$ cat src/rtl/ledDrvPkg.sv
package ledDrvPkg;
  // strobes from the sequencer to the datapath
  typedef struct packed {
    logic highZero;  // a lane sending 0 should be high now
    logic highOne;   // a lane sending 1 should be high now
    logic swap;      // exchange playing and loading banks
  } ctrlStrobes_t;
endpackage

$ cat src/rtl/ledDrvDatapath.sv
module ledDrvDatapath
  import ledDrvPkg::*;
#(
  parameter int LANES       = 4,
  parameter int FRAME_WORDS = 384,
  localparam int AW         = $clog2(FRAME_WORDS)
) (
  input  logic             clk,
  input  logic             rstN,
  input  logic             inValid,
  input  logic             inSof,
  input  logic [LANES-1:0] inData,
  output logic             inReady,
  input  ctrlStrobes_t     strobes,
  input  logic [AW-1:0]    rdAddr,
  output logic             writeFull,
  output logic [LANES-1:0] laneOut
);
  localparam logic [AW-1:0] WORD_LAST = AW'(FRAME_WORDS - 1);

  logic [LANES-1:0] frameMem [2][FRAME_WORDS];
  logic             readBank;
  logic             wrBank;
  logic [AW-1:0]    wrPtr;
  logic [AW-1:0]    wrAddr;
  logic             accept;
  logic [LANES-1:0] rdWord;

  assign inReady = !writeFull;
  assign accept  = inValid && !writeFull;
  assign wrAddr  = inSof ? '0 : wrPtr;
  assign wrBank  = ~readBank;
  assign rdWord  = frameMem[readBank][rdAddr];

  always_ff @(posedge clk) begin
    if (accept) frameMem[wrBank][wrAddr] <= inData;
  end

  always_ff @(posedge clk) begin
    if (!rstN) begin
      wrPtr     <= '0;
      writeFull <= 1'b0;
      readBank  <= 1'b0;
    end else begin
      if (accept) begin
        if (wrAddr == WORD_LAST) begin
          wrPtr     <= '0;
          writeFull <= 1'b1;
        end else begin
          wrPtr <= wrAddr + 1'b1;
        end
      end
      if (strobes.swap) begin
        readBank  <= ~readBank;
        writeFull <= 1'b0;
      end
    end
  end

  // one output flop per lane so all edges line up
  for (genvar k = 0; k < LANES; k++) begin : g_lane
    always_ff @(posedge clk) begin
      if (!rstN) laneOut[k] <= 1'b0;
      else       laneOut[k] <= rdWord[k] ? strobes.highOne : strobes.highZero;
    end
  end
endmodule

$ cat src/rtl/ledDrvControl.sv
module ledDrvControl
  import ledDrvPkg::*;
#(
  parameter int FRAME_WORDS  = 384,
  parameter int BIT_CYCLES   = 125,
  parameter int T0H_CYCLES   = 40,
  parameter int T1H_CYCLES   = 80,
  parameter int RESET_CYCLES = 5000,
  localparam int AW          = $clog2(FRAME_WORDS)
) (
  input  logic          clk,
  input  logic          rstN,
  input  logic          writeFull,
  output ctrlStrobes_t  strobes,
  output logic [AW-1:0] rdAddr,
  output logic          frameDone,
  output logic          underrun
);
  localparam int CW = $clog2(BIT_CYCLES);
  localparam int GW = $clog2(RESET_CYCLES);
  localparam logic [AW-1:0] WORD_LAST = AW'(FRAME_WORDS - 1);
  localparam logic [CW-1:0] BIT_LAST  = CW'(BIT_CYCLES - 1);
  localparam logic [CW-1:0] T0H_C     = CW'(T0H_CYCLES);
  localparam logic [CW-1:0] T1H_C     = CW'(T1H_CYCLES);
  localparam logic [GW-1:0] GAP_LAST  = GW'(RESET_CYCLES - 1);

  typedef enum logic [1:0] {WAIT_FULL, SEND_BITS, HOLD_GAP} phase_t;

  phase_t        phase;
  logic [CW-1:0] cycleCnt;
  logic [AW-1:0] bitIdx;
  logic [GW-1:0] gapCnt;
  logic          gapEnd;

  assign gapEnd = (phase == HOLD_GAP) && (gapCnt == GAP_LAST);

  always_comb begin
    strobes.swap     = writeFull && ((phase == WAIT_FULL) || gapEnd);
    strobes.highZero = (phase == SEND_BITS) && (cycleCnt < T0H_C);
    strobes.highOne  = (phase == SEND_BITS) && (cycleCnt < T1H_C);
  end
  assign rdAddr = bitIdx;

  always_ff @(posedge clk) begin
    if (!rstN) begin
      phase     <= WAIT_FULL;
      cycleCnt  <= '0;
      bitIdx    <= '0;
      gapCnt    <= '0;
      frameDone <= 1'b0;
      underrun  <= 1'b0;
    end else begin
      frameDone <= 1'b0;
      unique case (phase)
        WAIT_FULL: begin
          if (writeFull) begin
            phase    <= SEND_BITS;
            cycleCnt <= '0;
            bitIdx   <= '0;
          end
        end
        SEND_BITS: begin
          if (cycleCnt == BIT_LAST) begin
            cycleCnt <= '0;
            if (bitIdx == WORD_LAST) begin
              phase  <= HOLD_GAP;
              gapCnt <= '0;
            end else begin
              bitIdx <= bitIdx + 1'b1;
            end
          end else begin
            cycleCnt <= cycleCnt + 1'b1;
          end
        end
        HOLD_GAP: begin
          if (gapEnd) begin
            frameDone <= 1'b1;
            if (writeFull) begin
              phase    <= SEND_BITS;
              cycleCnt <= '0;
              bitIdx   <= '0;
            end else begin
              underrun <= 1'b1;
              phase    <= WAIT_FULL;
            end
          end else begin
            gapCnt <= gapCnt + 1'b1;
          end
        end
        default: phase <= WAIT_FULL;
      endcase
    end
  end
endmodule

$ cat src/rtl/ledStripDriver.sv
module ledStripDriver
  import ledDrvPkg::*;
#(
  parameter int LANES        = 4,
  parameter int PIXELS       = 16,
  parameter int BIT_CYCLES   = 125,
  parameter int T0H_CYCLES   = 40,
  parameter int T1H_CYCLES   = 80,
  parameter int RESET_CYCLES = 5000
) (
  input  logic             clk,
  input  logic             rstN,
  input  logic             inValid,
  output logic             inReady,
  input  logic             inSof,
  input  logic [LANES-1:0] inData,
  output logic [LANES-1:0] laneOut,
  output logic             frameDone,
  output logic             underrun
);
  localparam int FRAME_WORDS = PIXELS * 24;
  localparam int AW          = $clog2(FRAME_WORDS);

  ctrlStrobes_t  strobes;
  logic [AW-1:0] rdAddr;
  logic          writeFull;

  ledDrvControl #(
    .FRAME_WORDS (FRAME_WORDS),
    .BIT_CYCLES  (BIT_CYCLES),
    .T0H_CYCLES  (T0H_CYCLES),
    .T1H_CYCLES  (T1H_CYCLES),
    .RESET_CYCLES(RESET_CYCLES)
  ) u_control (
    .clk      (clk),
    .rstN     (rstN),
    .writeFull(writeFull),
    .strobes  (strobes),
    .rdAddr   (rdAddr),
    .frameDone(frameDone),
    .underrun (underrun)
  );

  ledDrvDatapath #(
    .LANES      (LANES),
    .FRAME_WORDS(FRAME_WORDS)
  ) u_datapath (
    .clk      (clk),
    .rstN     (rstN),
    .inValid  (inValid),
    .inSof    (inSof),
    .inData   (inData),
    .inReady  (inReady),
    .strobes  (strobes),
    .rdAddr   (rdAddr),
    .writeFull(writeFull),
    .laneOut  (laneOut)
  );
endmodule

$ cat config.mk
export PLATFORM = sky130hd
export DESIGN_NAME = ledStripDriver
export DESIGN_NICKNAME = d
export VERILOG_FILES = /design/src/rtl/ledDrvPkg.sv /design/src/rtl/ledDrvDatapath.sv /design/src/rtl/ledDrvControl.sv /design/src/rtl/ledStripDriver.sv
export SDC_FILE = /design/constraint.sdc
export NUM_CORES = 2
export LEC_CHECK = 0
export BUFFER_PORTS_ARGS = -buffer_cell sky130_fd_sc_hd__buf_2
export CAP_MARGIN = 30
export CORE_MARGIN = 2
export CORE_UTILIZATION = 55
export DETAILED_ROUTE_END_ITERATION = 7
export PLACE_DENSITY_LB_ADDON = 0.05
export SLEW_MARGIN = 20
export SYNTH_ARGS = -nofsm -noshare
export SYNTH_HDL_FRONTEND = slang
export SYNTH_SLANG_ARGS = --single-unit
export TNS_END_PERCENT = 5
$ cat constraint.sdc
create_clock -name clk -period 5.4 [get_ports clk]
set_input_delay 1.08 -clock clk [delete_from_list [all_inputs] [get_ports clk]]
set_output_delay 1.08 -clock clk [all_outputs]
set_load 0.05 [all_outputs]
Yosys cells after proc, flatten, opt, wreduce, memory -nomap -nowiden

Memories as Yosys holds them, arrays and structs flattened. A register that Yosys moved wholly into a read port is not among the register bits.
Index checks and enable logic that the tools add are counted.

Register bits after elaboration: 48
Input port bits: 8
Logic and storage cells: 94
Memories kept: 1
Output and inout port bits: 7
Memory bits (writable): 3,072

Bitwise logic cells: 5
Add/subtract/negate cells: 4
Eq/ne operators: 12
$lt $le $gt $ge: 5
Muxes and demuxes: 35
Reduce and logical (&&, ||, !) cells: 19

Memory list:

| memory              | words | bits a word | read ports | clocked after Yosys merged registers in | wr ports | line                 | text |
|---|---|---|---|---|---|---|---|
| u_datapath.frameMem | 2     | 1,536       | 1          | 1                                       | 1        | ledDrvDatapath.sv:21 | `logic [LANES-1:0] frameMem [2][FRAME_WORDS];` |

Operators with widths:

| cell                                                      | count |
|---|---|
| two-way mux 1536 bit                                      | 1 |
| two-way mux 9 bit                                         | 6 |
| two-way mux 13 bit                                        | 3 |
| binary-select mux 4 bit (select 9 bit)                    | 1 |
| demux 4 bit (select 9 bit)                                | 1 |
| case mux 9 bit (3 select lines)                           | 1 |
| case mux 13 bit (2 select lines)                          | 1 |
| two-way mux 7 bit                                         | 3 |
| case mux 7 bit (3 select lines)                           | 1 |
| greater-or-equal comparator 10 bit, second input constant | 2 |
| NOT 9 -> 10 bit                                           | 2 |
| adder 9 x 1 -> 9 bit, second input constant               | 2 |
| equality test 9 bit, second input constant                | 2 |
| adder 13 x 1 -> 13 bit, second input constant             | 1 |
| equality test 13 bit, second input constant               | 1 |
| two-way mux 4 bit                                         | 3 |
| AND reduction 4 bit                                       | 3 |
| < comparator 10 x 1 -> 1 bit, second input constant       | 1 |
| two-way mux 1 bit                                         | 9 |
| two-way mux 2 bit                                         | 4 |
| != test 2 bit, second input constant                      | 4 |
| adder 7 x 1 -> 7 bit, second input constant               | 1 |
| equality test 7 bit, second input constant                | 1 |
| < comparator 7 x 6 -> 1 bit, second input constant        | 1 |
| other kinds (15)                                          | 25 |

Longest topological paths before layout

Depth after elaboration: 7
Gate-level depth with buffers: 15
Gate-level depth less buffers: 10

Hierarchy

From an unflattened synthesis, not the netlist that was laid out.

Cell total of the unflattened synthesis: 6,713
Area, all modules: 124,992.4 µm²

By module, submodules not included:

| module         | times used | area each (µm²) | cells an instance | seq. area each (µm²) |
|---|---|---|---|---|
| ledDrvDatapath | 1          | 123,265.7       | 6,500             | 92,568.8 |
| ledDrvControl  | 1          | 1,726.7         | 213               | 660.6 |

Least setup slack after synthesis

No wires, ideal clock.

Path type: input -> register
Start point: input port inSof
End point: memory u_datapath.frameMem[1][0] in the netlist's numbering, enable pin
Library setup time: 0.361 ns
Path slack: 2.088 ns
Cell stages on the path: 10
Path buffers: 4
Data required time: 5.039 ns
Data arrival time: 2.951 ns
Cell sequence: clkbuf_1 clkbuf_1 nand2b_1 inv_1 ha_1 clkbuf_1 and3_1 clkbuf_1 nand2_1 nor3_1

Word-level cells in the longest chain between the ends: 7
Elaborated cells between the ends (all ways): 8
Those cells by class: order compare (2); mux (4); bitwise (1); reduce/logical (1)

Ends and longest elaborated chain:

| element                                                                                                  | line                 | text |
|---|---|---|
| start: declaration                                                                                       | ledStripDriver.sv:15 | `input logic inSof,` |
| two-way mux 9 bit (*)                                                                                    | ledDrvDatapath.sv:31 | `assign wrAddr = inSof ? '0 : wrPtr;` |
| NOT 9 -> 10 bit (implied by the code) (*)                                                                | ledDrvDatapath.sv:36 | `if (accept) frameMem[wrBank][wrAddr] <= inData;` |
| greater-or-equal comparator 10 bit (implied by the code) or < comparator 10 x 1 -> 1 bit (tied branches) | ledDrvDatapath.sv:36 |  |
| logical AND 1 bit (implied by the code)                                                                  | ledDrvDatapath.sv:36 |  |
| two-way mux 4 bit (implied by the code)                                                                  | ledDrvDatapath.sv:36 |  |
| demux 4 bit (select 9 bit) (*)                                                                           | ledDrvDatapath.sv:36 |  |
| two-way mux 1536 bit (implied by the code) (*)                                                           | ledDrvDatapath.sv:36 |  |
| end: declaration                                                                                         | ledDrvDatapath.sv:21 |  |

Mark *: on every way between the ends. The rest lies on a longest branch, timed or not.

==> results.toml <==
[status]
run_status = "completed"

[power_and_ir_drop]
powerDensity_nw_per_um2 = 353
leakagePower_uw = 0.0418
peakVddDrop_mv = 0.344

[route]
final_antenna_net_count = 0
detailroute.via_count = 65400
drc = 0
first_iter_violations = 9576
routed_wl_mm = 361
firstDrtPassIters = 6
wl_per_cell_um = 36.7
via_per_inst = 6.66

[timing]
setup-violations-final = 0
slew-limit-headroom_pct = 26.1
hold_viol = 0
fmax_mhz = 198
drv_slew = 0
finClkSkew_ns = 0.0645
fin_crit_ns = 5.05
fin_crit_sh_pct = 93.5
worst_slew_pin_slew_ns = 1.10
rsz0062_at_grt = "no"
fin_tns_setup_ns = 0
finalWorstSetupSlack_ns = 0.350

[worst_setup_path]
crit_cells = 11
r2r_slack_ns = 0.35
cp.arrival_ns = 5.91
critPathLaunchType = "flip-flop"
end_kind = "flip-flop"
critical_path.max_fanout = 79
critPathBufInv = 3
cpPeakStageDelay_ns = 1.02
reg2reg_to = "u_datapath.laneOut[1]"
cp_slowest_cell = "a211oi_1"
crit_chain = "buf_12 -> buf_12 -> mux4_2 -> mux2_2 -> nand2_1 -> nand4_1 -> a211oi_1 -> buf_4 -> o32ai_1 -> a221oi_2 -> mux2i_1"
crit_type = "reg -> reg"
critPathTopFamily = "compound AO/OA/AOI/OAI gates"
ff2ff_path_depth = 11
critPathMostFrequentCell = "buf_12"
required_ns = 6.26

[finish]
final_nets = 6593
fin_util_pct = 61.8
multiInputGateArea_um2 = 28300
final-seq-area_um2 = 93300
postLayoutCellArea_um2 = 138000
fillers = 15800
drive_gt1_share_pct = 21.9
final_common_cell = "edfxtp_1"
final_cell_mix = "edfxtp_1, nor2_1, mux4_2"
syn_to_final_growth_pct = 11.9
finalNonFillerCells = 9820

[min_path]
min_path_cells = 3
hold_start = "inValid"
hp-class = "in -> reg"
hold_end = "u_datapath.writeFull"

[cts]
cts_resized = 0
postCtsSetupBuffers = 0
cts_tree = "built"
htree_levels = 5
hold_buffers = 0
cts.sinks = 3121
clkLatencyLatePin_ns = 0.97
cts_inserted_buffers = 332
clk_path_buf_depth = 4
clk_pin_slew_worst_paths_ns = 0.06
cts_root_buf = "clkbuf_16"

[placement]
dp.cells = 9233
gp_congestion = 0.892
placed_area_um2 = 128000
place_hpwl_mm = 220
place_ws_ns = 0.483
io_buffers = 14

[logic_synthesis]
synthCells = 6411
synth_area_leaders = "edfxtp_1, mux4_2, mux2i_1, nor2_1, dfxtp_1"
yosys_register_bits = 3121
synth_area_um2 = 124000
synth_largest_area_cell = "edfxtp_1"
async_reset_ff_share_pct = 0
synth-edff-count = 3072
syn_nets = 6427
ys_seq_area_share_pct = 75.4
synth.avg_cell_area_um2 = 19.3
yosysWarnings = 0
yosysTopAreaCellShare_pct = 74.6
ys.flop_type = "edfxtp_1"
yosys.cell_types.count = 78

[global_route]
antenna_found_initial = 20
grt_pass1_wl_mm = 506
grt_pass1_vias = 65100
grt_usage_pct = 31.6
overflow = 0
grt_max_degree = 149

[floorplanning]
chipWidth_um = 478
coreArea_um2 = 224000
start_util_pct = 55.2
ios = 15
die_h_um = 478
rows = 174
die_area_um2 = 229000

[job]
drv_cap = 0
==> flip-flops by register name (all words and copies together), names as in the netlist, named ones only <==
signal / cells
u_datapath.writeFull: 1
u_control.rdAddr: 9
u_datapath.frameMem: 3072
u_control.phase: 2
u_control.gapCnt: 13
u_control.frameDone: 1
u_control.underrun: 1
u_datapath.readBank: 1
u_datapath.laneOut: 4
u_control.cycleCnt: 7
u_datapath.wrPtr: 9
==> synth_stat cells, drive strengths merged (10+ instances only) <==
cell,count
a31oi,28
nand4,10
and3,13
xor2,13
nor3,23
buf,223
a211oi,31
nand2,194
edfxtp,3072
nor2,839
a22oi,110
nor2b,27
a22o,11
o211ai,11
mux4,673
o221ai,19
clkbuf,224
dfxtp,49
a21oi,94
nand3,48
nand2b,15
o22ai,55
mux2i,363
and2,12
o21ai,54
a221oi,34
mux2,17
nor4,11
==> final cells by class <==
| cell class | count | area share (%) |
|---|---|---|
| inverter | 11 | 0.0389 |
| multi-input combinational | 2832 | 20.5 |
| timing repair buffer | 279 | 2.06 |
| clock buffer | 406 | 6.32 |
| antenna | 9 | 0.0163 |
| tap | 2992 | 2.71 |
| sequential | 3121 | 67.4 |
| clock inverter | 170 | 1.02 |
==> report_power, final <==
group          internal (µW)  total [µW]  switching, µW  leakage [µW]
Sequential             26600       26600           1.38        0.0280
Combinational           50.6         494            443       0.00877
Clock                  12600       21800           9200       0.00500
==> layer usage <==
metal  GRT usage, %  part of all wire, %  wire (µm)
met4           12.2                  4.1      14800
met2           47.7                   46     166000
met5              0               0.0033         12
met1           45.9                   40     143000
met3           6.70                   10      36300
==> tightest hold or removal path, cell delays in order <==
cell and delay, ns:
buf_2 0.11, nand3_1 0.06, a21oi_1 0.06
==> how the worst max path moves through the flow <==
stage / slack [ns] / endpoint
final: 0.35 / u_datapath.laneOut[1]
after global routing: 0.35 / u_datapath.laneOut[1]
after CTS: 0.45 / u_datapath.laneOut[1]
after detailed placement: 0.48 / u_datapath.laneOut[1]
after global placement: 0.27 / u_datapath.laneOut[1]
after floorplan: 2.09 / u_datapath.frameMem[1][0]
==> through the flow <==
stage | hold slack (ns) | power (µW)
2_1_floorplan | 0.441 | 27100
6_report | 0.403 | 48800
5_1_grt | 0.415 | 50000
3_5_place_dp | 0.476 | 27600
3_3_place_gp | 0.460 | 27600
4_1_cts | 0.341 | 49000
==> cell families (layout without fill, tap and decap cells) <==
kind of cell,after synthesis,in the layout,synth area share [%]
flops,3121,3121,75.4
simple gates,1233,1233,4.12
mux,1053,1053,15.4
compound gates,516,516,2.91
buf+inv,458,866,1.95
xor+xnor,22,22,0.156
fa+ha+maj,8,8,0.0810
other cells,0,9,0
No activity file was read; power rests on OpenSTA's default activity.
